### src/rtl/pid_pkg.sv
package pid_pkg;
  localparam int NUM_GAINS = 3;
  localparam int IDX_P = 0;
  localparam int IDX_I = 1;
  localparam int IDX_D = 2;
endpackage

### src/rtl/pid_gain_bank.sv
module pid_gain_bank #(
  parameter int GAIN_W = 16,
  parameter int NUM    = 3
) (
  input  logic                         clk,
  input  logic                         rst,
  input  logic                         load_i,
  input  logic                         apply_i,
  input  logic [NUM-1:0][GAIN_W-1:0]   gains_i,
  output logic [NUM-1:0][GAIN_W-1:0]   active_o
);
  logic              pending_q;
  logic [GAIN_W-1:0] shadow_q [NUM];
  logic [GAIN_W-1:0] active_q [NUM];

  always_ff @(posedge clk) begin
    if (rst)          pending_q <= 1'b0;
    else if (load_i)  pending_q <= 1'b1;
    else if (apply_i) pending_q <= 1'b0;
  end

  for (genvar g = 0; g < NUM; g++) begin : g_slot
    always_ff @(posedge clk) begin
      if (rst) begin
        shadow_q[g] <= '0;
        active_q[g] <= '0;
      end else begin
        if (load_i)               shadow_q[g] <= gains_i[g];
        if (apply_i && pending_q) active_q[g] <= shadow_q[g];
      end
    end
    assign active_o[g] = active_q[g];
  end

  // active set moves only at a sample boundary with a pending load
  p_gain_atomic_r6: assert property (@(posedge clk) disable iff (rst)
    !(apply_i && pending_q) |=> $stable(active_o));
endmodule

### src/rtl/pid_integrator.sv
module pid_integrator #(
  parameter int SUM_W = 32,
  parameter int OUT_W = 12,
  parameter int FRAC  = 10
) (
  input  logic                    clk,
  input  logic                    rst,
  input  logic                    upd_i,
  input  logic signed [SUM_W-1:0] inc_i,
  output logic signed [SUM_W-1:0] acc_next_o
);
  localparam longint ACC_MAX_L = ((longint'(1) << OUT_W) - 1) << FRAC;
  localparam logic signed [SUM_W:0] ACC_MAX = (SUM_W+1)'(ACC_MAX_L);

  logic signed [SUM_W-1:0] acc_q;
  logic signed [SUM_W:0]   raw;

  assign raw = $signed({acc_q[SUM_W-1], acc_q}) + $signed({inc_i[SUM_W-1], inc_i});

  always_comb begin
    if (raw < 0)            acc_next_o = '0;
    else if (raw > ACC_MAX) acc_next_o = ACC_MAX[SUM_W-1:0];
    else                    acc_next_o = raw[SUM_W-1:0];
  end

  always_ff @(posedge clk) begin
    if (rst)        acc_q <= '0;
    else if (upd_i) acc_q <= acc_next_o;
  end

  // stored sum stays inside the anti-windup window
  p_acc_range_r5: assert property (@(posedge clk) disable iff (rst)
    (acc_q >= 0) && ($signed({acc_q[SUM_W-1], acc_q}) <= ACC_MAX));
  // frozen or idle cycles leave the integrator alone
  p_acc_frozen_r7: assert property (@(posedge clk) disable iff (rst)
    !upd_i |=> $stable(acc_q));
endmodule

### src/rtl/pid_duty_out.sv
module pid_duty_out #(
  parameter int SUM_W  = 32,
  parameter int OUT_W  = 12,
  parameter int STIM_W = 12,
  parameter int FRAC   = 10
) (
  input  logic                     clk,
  input  logic                     rst,
  input  logic                     valid_i,
  input  logic                     frz_i,
  input  logic signed [SUM_W-1:0]  sum_i,
  input  logic signed [STIM_W-1:0] stim_i,
  output logic [OUT_W-1:0]         duty_o,
  output logic                     valid_o
);
  localparam int RW    = SUM_W + 1;
  localparam int INJ_W = ((OUT_W > STIM_W) ? OUT_W : STIM_W) + 2;
  localparam logic signed [RW-1:0]    HALF    = RW'(longint'(1) << (FRAC-1));
  localparam logic signed [RW-1:0]    MAX_R   = RW'((longint'(1) << OUT_W) - 1);
  localparam logic signed [INJ_W-1:0] MAX_I   = INJ_W'((longint'(1) << OUT_W) - 1);

  logic signed [RW-1:0]    rnd;
  logic signed [INJ_W-1:0] inj;
  logic [OUT_W-1:0]        comp_sat, inj_sat, hold_q;

  assign rnd = ($signed({sum_i[SUM_W-1], sum_i}) + HALF) >>> FRAC;
  assign inj = INJ_W'($signed({1'b0, hold_q})) + INJ_W'(stim_i);

  always_comb begin
    if (rnd < 0)          comp_sat = '0;
    else if (rnd > MAX_R) comp_sat = MAX_R[OUT_W-1:0];
    else                  comp_sat = rnd[OUT_W-1:0];
    if (inj < 0)          inj_sat  = '0;
    else if (inj > MAX_I) inj_sat  = MAX_I[OUT_W-1:0];
    else                  inj_sat  = inj[OUT_W-1:0];
  end

  always_ff @(posedge clk) begin
    if (rst) begin
      duty_o  <= '0;
      hold_q  <= '0;
      valid_o <= 1'b0;
    end else begin
      valid_o <= valid_i;
      if (valid_i) begin
        duty_o <= frz_i ? inj_sat : comp_sat;
        if (!frz_i) hold_q <= comp_sat;
      end
    end
  end

  // held steady-state value is untouched by a frozen sample
  p_hold_frozen_r7: assert property (@(posedge clk) disable iff (rst)
    (valid_i && frz_i) |=> $stable(hold_q));
endmodule

### src/rtl/pid_duty_ctrl.sv
module pid_duty_ctrl
  import pid_pkg::*;
#(
  parameter int ERR_W  = 12,
  parameter int GAIN_W = 16,
  parameter int FRAC   = 10,
  parameter int OUT_W  = 12,
  parameter int STIM_W = 12
) (
  input  logic                     clk,
  input  logic                     rst,
  input  logic                     sample_valid,
  input  logic signed [ERR_W-1:0]  err_in,
  input  logic                     freeze_en,
  input  logic signed [STIM_W-1:0] stim_in,
  input  logic                     gain_load,
  input  logic signed [GAIN_W-1:0] kp_in,
  input  logic signed [GAIN_W-1:0] ki_in,
  input  logic signed [GAIN_W-1:0] kd_in,
  output logic [OUT_W-1:0]         duty_out,
  output logic                     duty_valid
);
  localparam int SUM_W = GAIN_W + ERR_W + 4;

  logic [NUM_GAINS-1:0][GAIN_W-1:0] gains_pack, gains_act;
  logic signed [GAIN_W-1:0] kp_a, ki_a, kd_a;

  assign gains_pack[IDX_P] = kp_in;
  assign gains_pack[IDX_I] = ki_in;
  assign gains_pack[IDX_D] = kd_in;

  pid_gain_bank #(.GAIN_W(GAIN_W), .NUM(NUM_GAINS)) u_gains (
    .clk(clk), .rst(rst), .load_i(gain_load), .apply_i(sample_valid),
    .gains_i(gains_pack), .active_o(gains_act));

  assign kp_a = $signed(gains_act[IDX_P]);
  assign ki_a = $signed(gains_act[IDX_I]);
  assign kd_a = $signed(gains_act[IDX_D]);

  // stage 1: capture sample
  logic                     v1, frz1;
  logic signed [ERR_W-1:0]  err1;
  logic signed [STIM_W-1:0] stim1;

  always_ff @(posedge clk) begin
    if (rst) begin
      v1 <= 1'b0; frz1 <= 1'b0; err1 <= '0; stim1 <= '0;
    end else begin
      v1 <= sample_valid;
      if (sample_valid) begin
        err1  <= err_in;
        frz1  <= freeze_en;
        stim1 <= stim_in;
      end
    end
  end

  // stage 2: products
  logic                     v2, frz2;
  logic signed [STIM_W-1:0] stim2;
  logic signed [ERR_W-1:0]  eprev;
  logic signed [SUM_W-1:0]  pkp, pki, pkd, diff;

  assign diff = SUM_W'(err1) - SUM_W'(eprev);

  always_ff @(posedge clk) begin
    if (rst) begin
      v2 <= 1'b0; frz2 <= 1'b0; stim2 <= '0; eprev <= '0;
      pkp <= '0; pki <= '0; pkd <= '0;
    end else begin
      v2 <= v1;
      if (v1) begin
        pkp   <= SUM_W'(kp_a) * SUM_W'(err1);
        pki   <= SUM_W'(ki_a) * SUM_W'(err1);
        pkd   <= SUM_W'(kd_a) * diff;
        frz2  <= frz1;
        stim2 <= stim1;
        if (!frz1) eprev <= err1;
      end
    end
  end

  // stage 3: accumulate, sum, round, saturate
  logic signed [SUM_W-1:0] acc_next, sum;

  pid_integrator #(.SUM_W(SUM_W), .OUT_W(OUT_W), .FRAC(FRAC)) u_integ (
    .clk(clk), .rst(rst), .upd_i(v2 && !frz2), .inc_i(pki), .acc_next_o(acc_next));

  assign sum = pkp + acc_next + pkd;

  pid_duty_out #(.SUM_W(SUM_W), .OUT_W(OUT_W), .STIM_W(STIM_W), .FRAC(FRAC)) u_out (
    .clk(clk), .rst(rst), .valid_i(v2), .frz_i(frz2), .sum_i(sum), .stim_i(stim2),
    .duty_o(duty_out), .valid_o(duty_valid));

  // every valid pulse traces back to a strobe three edges earlier
  p_valid_latency_r2: assert property (@(posedge clk) disable iff (rst)
    duty_valid |-> $past(sample_valid, 3));
  // command only moves with a valid pulse
  p_duty_stable_r9: assert property (@(posedge clk) disable iff (rst)
    !duty_valid |-> $stable(duty_out));
  // previous error is frozen along with the integrator
  p_eprev_frozen_r7: assert property (@(posedge clk) disable iff (rst)
    (v1 && frz1) |=> $stable(eprev));
endmodule

### config.mk
export PLATFORM = sky130hd
export DESIGN_NAME = pid_duty_ctrl
export DESIGN_NICKNAME = d
export VERILOG_FILES = /design/src/rtl/pid_pkg.sv /design/src/rtl/pid_gain_bank.sv /design/src/rtl/pid_integrator.sv /design/src/rtl/pid_duty_out.sv /design/src/rtl/pid_duty_ctrl.sv
export SDC_FILE = /design/constraint.sdc
export NUM_CORES = 2
export LEC_CHECK = 0
export BUFFER_PORTS_ARGS = -buffer_cell sky130_fd_sc_hd__clkbuf_2
export CORE_ASPECT_RATIO = 1.4
export CORE_MARGIN = 3
export CORE_UTILIZATION = 25
export DETAILED_ROUTE_END_ITERATION = 6
export PLACE_DENSITY = 0.49
export SLEW_MARGIN = 40
export SYNTH_ARGS = -nofsm -noshare
export SYNTH_HDL_FRONTEND = slang
export SYNTH_SLANG_ARGS = --single-unit
export TNS_END_PERCENT = 50
### constraint.sdc
create_clock -name clk -period 11 [get_ports clk]
set_clock_uncertainty 0.05 [all_clocks]
set_input_delay 0.55 -clock clk [delete_from_list [all_inputs] [get_ports clk]]
set_output_delay 0.55 -clock clk [all_outputs]
set_load 0.005 [all_outputs]
==> results.cfg <==
[timing]
fin_hold_ws_ns = 0.1567
finalMaxSlewViolations = 0
maxSlewHeadroom_pct = 44.29
fin_crit_sh_pct = 88.30
clock.fmax_ghz = 0.1030
hold_viol_final = 0
fin_tns_setup_ns = 0
setup_viol = 0
rsz0062_at_grt = false
worst_slew_pin_slew_ns = 0.8356
period_needed_ns = 9.713

[yosys]
syn_area_um2 = 37860
synth-seq-cells = 291
synth-edff-count = 96
async_reset_ff_share_pct = 0
yosysSeqAreaShare_pct = 17.93
synth_flop_cell = dfxtp_1
yosysUniqueCellTypes = 96
avgSynthCellArea_um2 = 9.037
syn_inst = 4189
yosysWarnings = 0

[cts]
cts_max_level = 2
cts-root-buf = clkbuf_16
cts_resized = 0
cts_buffers = 40
clk-insertion-delay-late_ns = 0.59
post-cts-setup-buffers = 0
cts_tree = built
cts_max_path_buffers = 3
path_clk_slew_ns = 0.06
postCtsHoldBufs = 0
cts.sinks = 291

[power_and_ir_drop]
peakVddDrop_mv = 0.2127
p_clk_share_pct = 15.7
power.density_nw_per_um2 = 202.0
p_leak_nw = 18.99
p_int_mw = 4.390
p_seq_share_pct = 15.8
swShare_pct = 47.83
switchingPower_mw = 4.024
pwr-share-comb_pct = 68.5

[die]
start_util_pct = 25.22
dieArea_um2 = 156200
boundaryPins = 90
coreArea_um2 = 150100
die_x_um = 334.9
rows = 168
dieHeight_um = 466.4

[drt]
route.detailed.drc = 0
vias_per_cell = 4.526
wl_met2_mm = 52.76
firstDrtPassIters = 7
ant_nets = 0
wl_met3_mm = 3.245
drtIter0Drc = 1092
num_vias = 27840
wl_per_cell_um = 16.85
met1Wirelength_mm = 44.26
routed_wirelength_mm = 103.6
highest_layer = met5

[finish]
drive_gt1_share_pct = 5.988
nets = 5105
fin_area_um2 = 41660
area_growth_pct = 10.04

[flow_run]
drv_cap = 0

[critical_path]
crit_slowest_cell = a21oi_1
path_class = reg2reg
reg2reg_slack_ns = 1.29
worstSetupStartpointType = flip-flop
critPathMostFrequentCell = a21oi_1
critPathMaxFanout = 22
path_buf_inv = 2
end_kind = flip-flop
required_ns = 11.42
cp_top_family = compound AO/OA/AOI/OAI gates
arrival_ns = 10.13
cpPeakStageDelay_ns = 0.65

[placement]
dp_hpwl_mm = 83.31
io_buffers = 89
place_area_um2 = 40340
gp_congestion = 0.8786

[global_routing]
grt_antenna_before_repair = 2
grt_max_degree = 98
first_global_vias = 29910
grt_pass1_wl_mm = 167.0
globalRouteOverflowTotal = 0
grt_use_total_pct = 13.45

[hold_path]
hold_path_class = in2reg

[status]
outcome = completed
worst reg2reg max path: cells and delay by family, from the launching register on:
kind | cells | cell delay (ns)
XOR/XNOR | 2 | 0.41
buffers and inverters | 2 | 0.10
flip-flops | 1 | 0.34
adder cells (fa/ha/maj) | 4 | 1.44
AO/OA/AOI/OAI | 18 | 4.84
AND/OR/NAND/NOR | 8 | 2.41
synth_stat cells, drive strengths merged (10+ instances only):
cell type,number,share of area (%)
buf,20,0.29
nor4,10,0.28
edfxtp,96,7.6
o21a,18,0.36
o31ai,17,0.46
ha,280,9.3
a211oi,28,0.61
nand2,476,4.7
inv,675,6.7
nand4,13,0.21
nand2b,61,1.0
and3,64,1.1
nand3,53,0.76
xor2,37,0.86
a21boi,12,0.24
a31oi,11,0.18
dfxtp,195,10
or3,19,0.33
clkbuf,181,1.8
xnor2,102,2.4
nor3,54,0.71
o21bai,31,0.61
a21oi,212,2.8
o211ai,14,0.28
nor2b,37,0.63
fa,584,31
a21o,49,0.97
nor2,280,2.8
mux2i,92,2.4
and2,261,4.3
o21ai,89,1.2
routing by layer:
layer | track usage [%] | vias up
li1 | - | 13240
met1 | 16.62 | 13980
met2 | 24.30 | 457
met3 | 1.577 | 153
met4 | 4.273 | 2
met5 | 0 | -
metrics by stage:
| stage | utilization [%] | cells | total power, mW | worst slack, ns |
|---|---|---|---|---|
| global placement | 26.85 | 6077 | 7.146 | 1.417 |
| finish | 27.76 | 6150 | 8.414 | 1.287 |
| global route | 27.75 | 6147 | 9.337 | 0.4254 |
| floorplan | - | 4197 | 5.634 | 2.607 |
| detailed placement | 26.88 | 6077 | 7.181 | 1.321 |
| CTS | 27.75 | 6147 | 8.589 | 1.270 |
state kept, by name, indices dropped and copies added (netlist names):
signal	flops
u_gains.pending_q	1
u_out.valid_o	1
u_gains.shadow_q	48
v1	1
v2	1
stim2	12
pkd	29
u_out.duty_o	12
stim1	12
err1	12
pkp	28
eprev	12
frz2	1
u_gains.active_q	48
u_integ.acc_q	32
pki	28
frz1	1
u_out.hold_q	12
cells by family (layout without fill, tap and decap cells):
family	Yosys count	count (layout)	share of synthesized area, %
xor+xnor	139	139	3.216
other cells	1	12	0.009906
simple gates	1367	1367	17.71
compound gates	553	553	9.635
fa+ha+maj	864	864	40.14
mux	97	97	2.581
flops	291	291	17.93
buf+inv	877	872	8.785
placed cells by master (no fill, tap or decap), drive strengths merged, types with 7 or more instances in the layout:
master	instances
nand3	53
nand2	476
o31ai	17
and2	261
nor2b	37
a21boi	12
buf	38
clkbuf	141
ha	280
and3	64
o21a	18
nand4	13
clkinv	13
dfxtp	195
a211oi	28
a211o	7
conb	9
nand2b	61
xor2	37
a21oi	212
edfxtp	96
a31oi	11
mux2i	92
o211ai	14
or3	19
nand3b	7
o21bai	31
inv	675
nor3	54
xnor2	102
a21o	49
nor4	10
fa	584
o211a	7
nor2	280
o21ai	89
a2111oi	7
final timing paths:
check	from	end	depth (start not counted)
hold reg to reg	eprev[1]	eprev[1]	2
setup / recovery	pki[0]	u_out.hold_q[6]	34
setup reg to reg	pki[0]	u_out.hold_q[6]	34
hold / removal	gain_load	u_gains.pending_q	3
final cells by class:
| cell class | count | area (um2) |
|---|---|---|
| well taps | 1955 | 2446 |
| clock inverters | 17 | 180.2 |
| diodes | 3 | 7.507 |
| repair buffers | 126 | 733.2 |
| inverters | 676 | 2537 |
| fillers | 16230 | 108400 |
| flip-flops and latches | 291 | 6790 |
| multi-input cells | 3029 | 27830 |
| clock buffers | 53 | 1132 |
power groups by stage:
stage / Combinational (mW) / Clock, mW / Sequential (mW)
floorplan: 4.36 / 0 / 1.28
global placement: 5.80 / 0 / 1.35
detailed placement: 5.83 / 0 / 1.35
CTS: 5.88 / 1.38 / 1.33
global route: 6.58 / 1.41 / 1.34
finish: 5.77 / 1.32 / 1.33
Power figures use the tool's default switching activity.
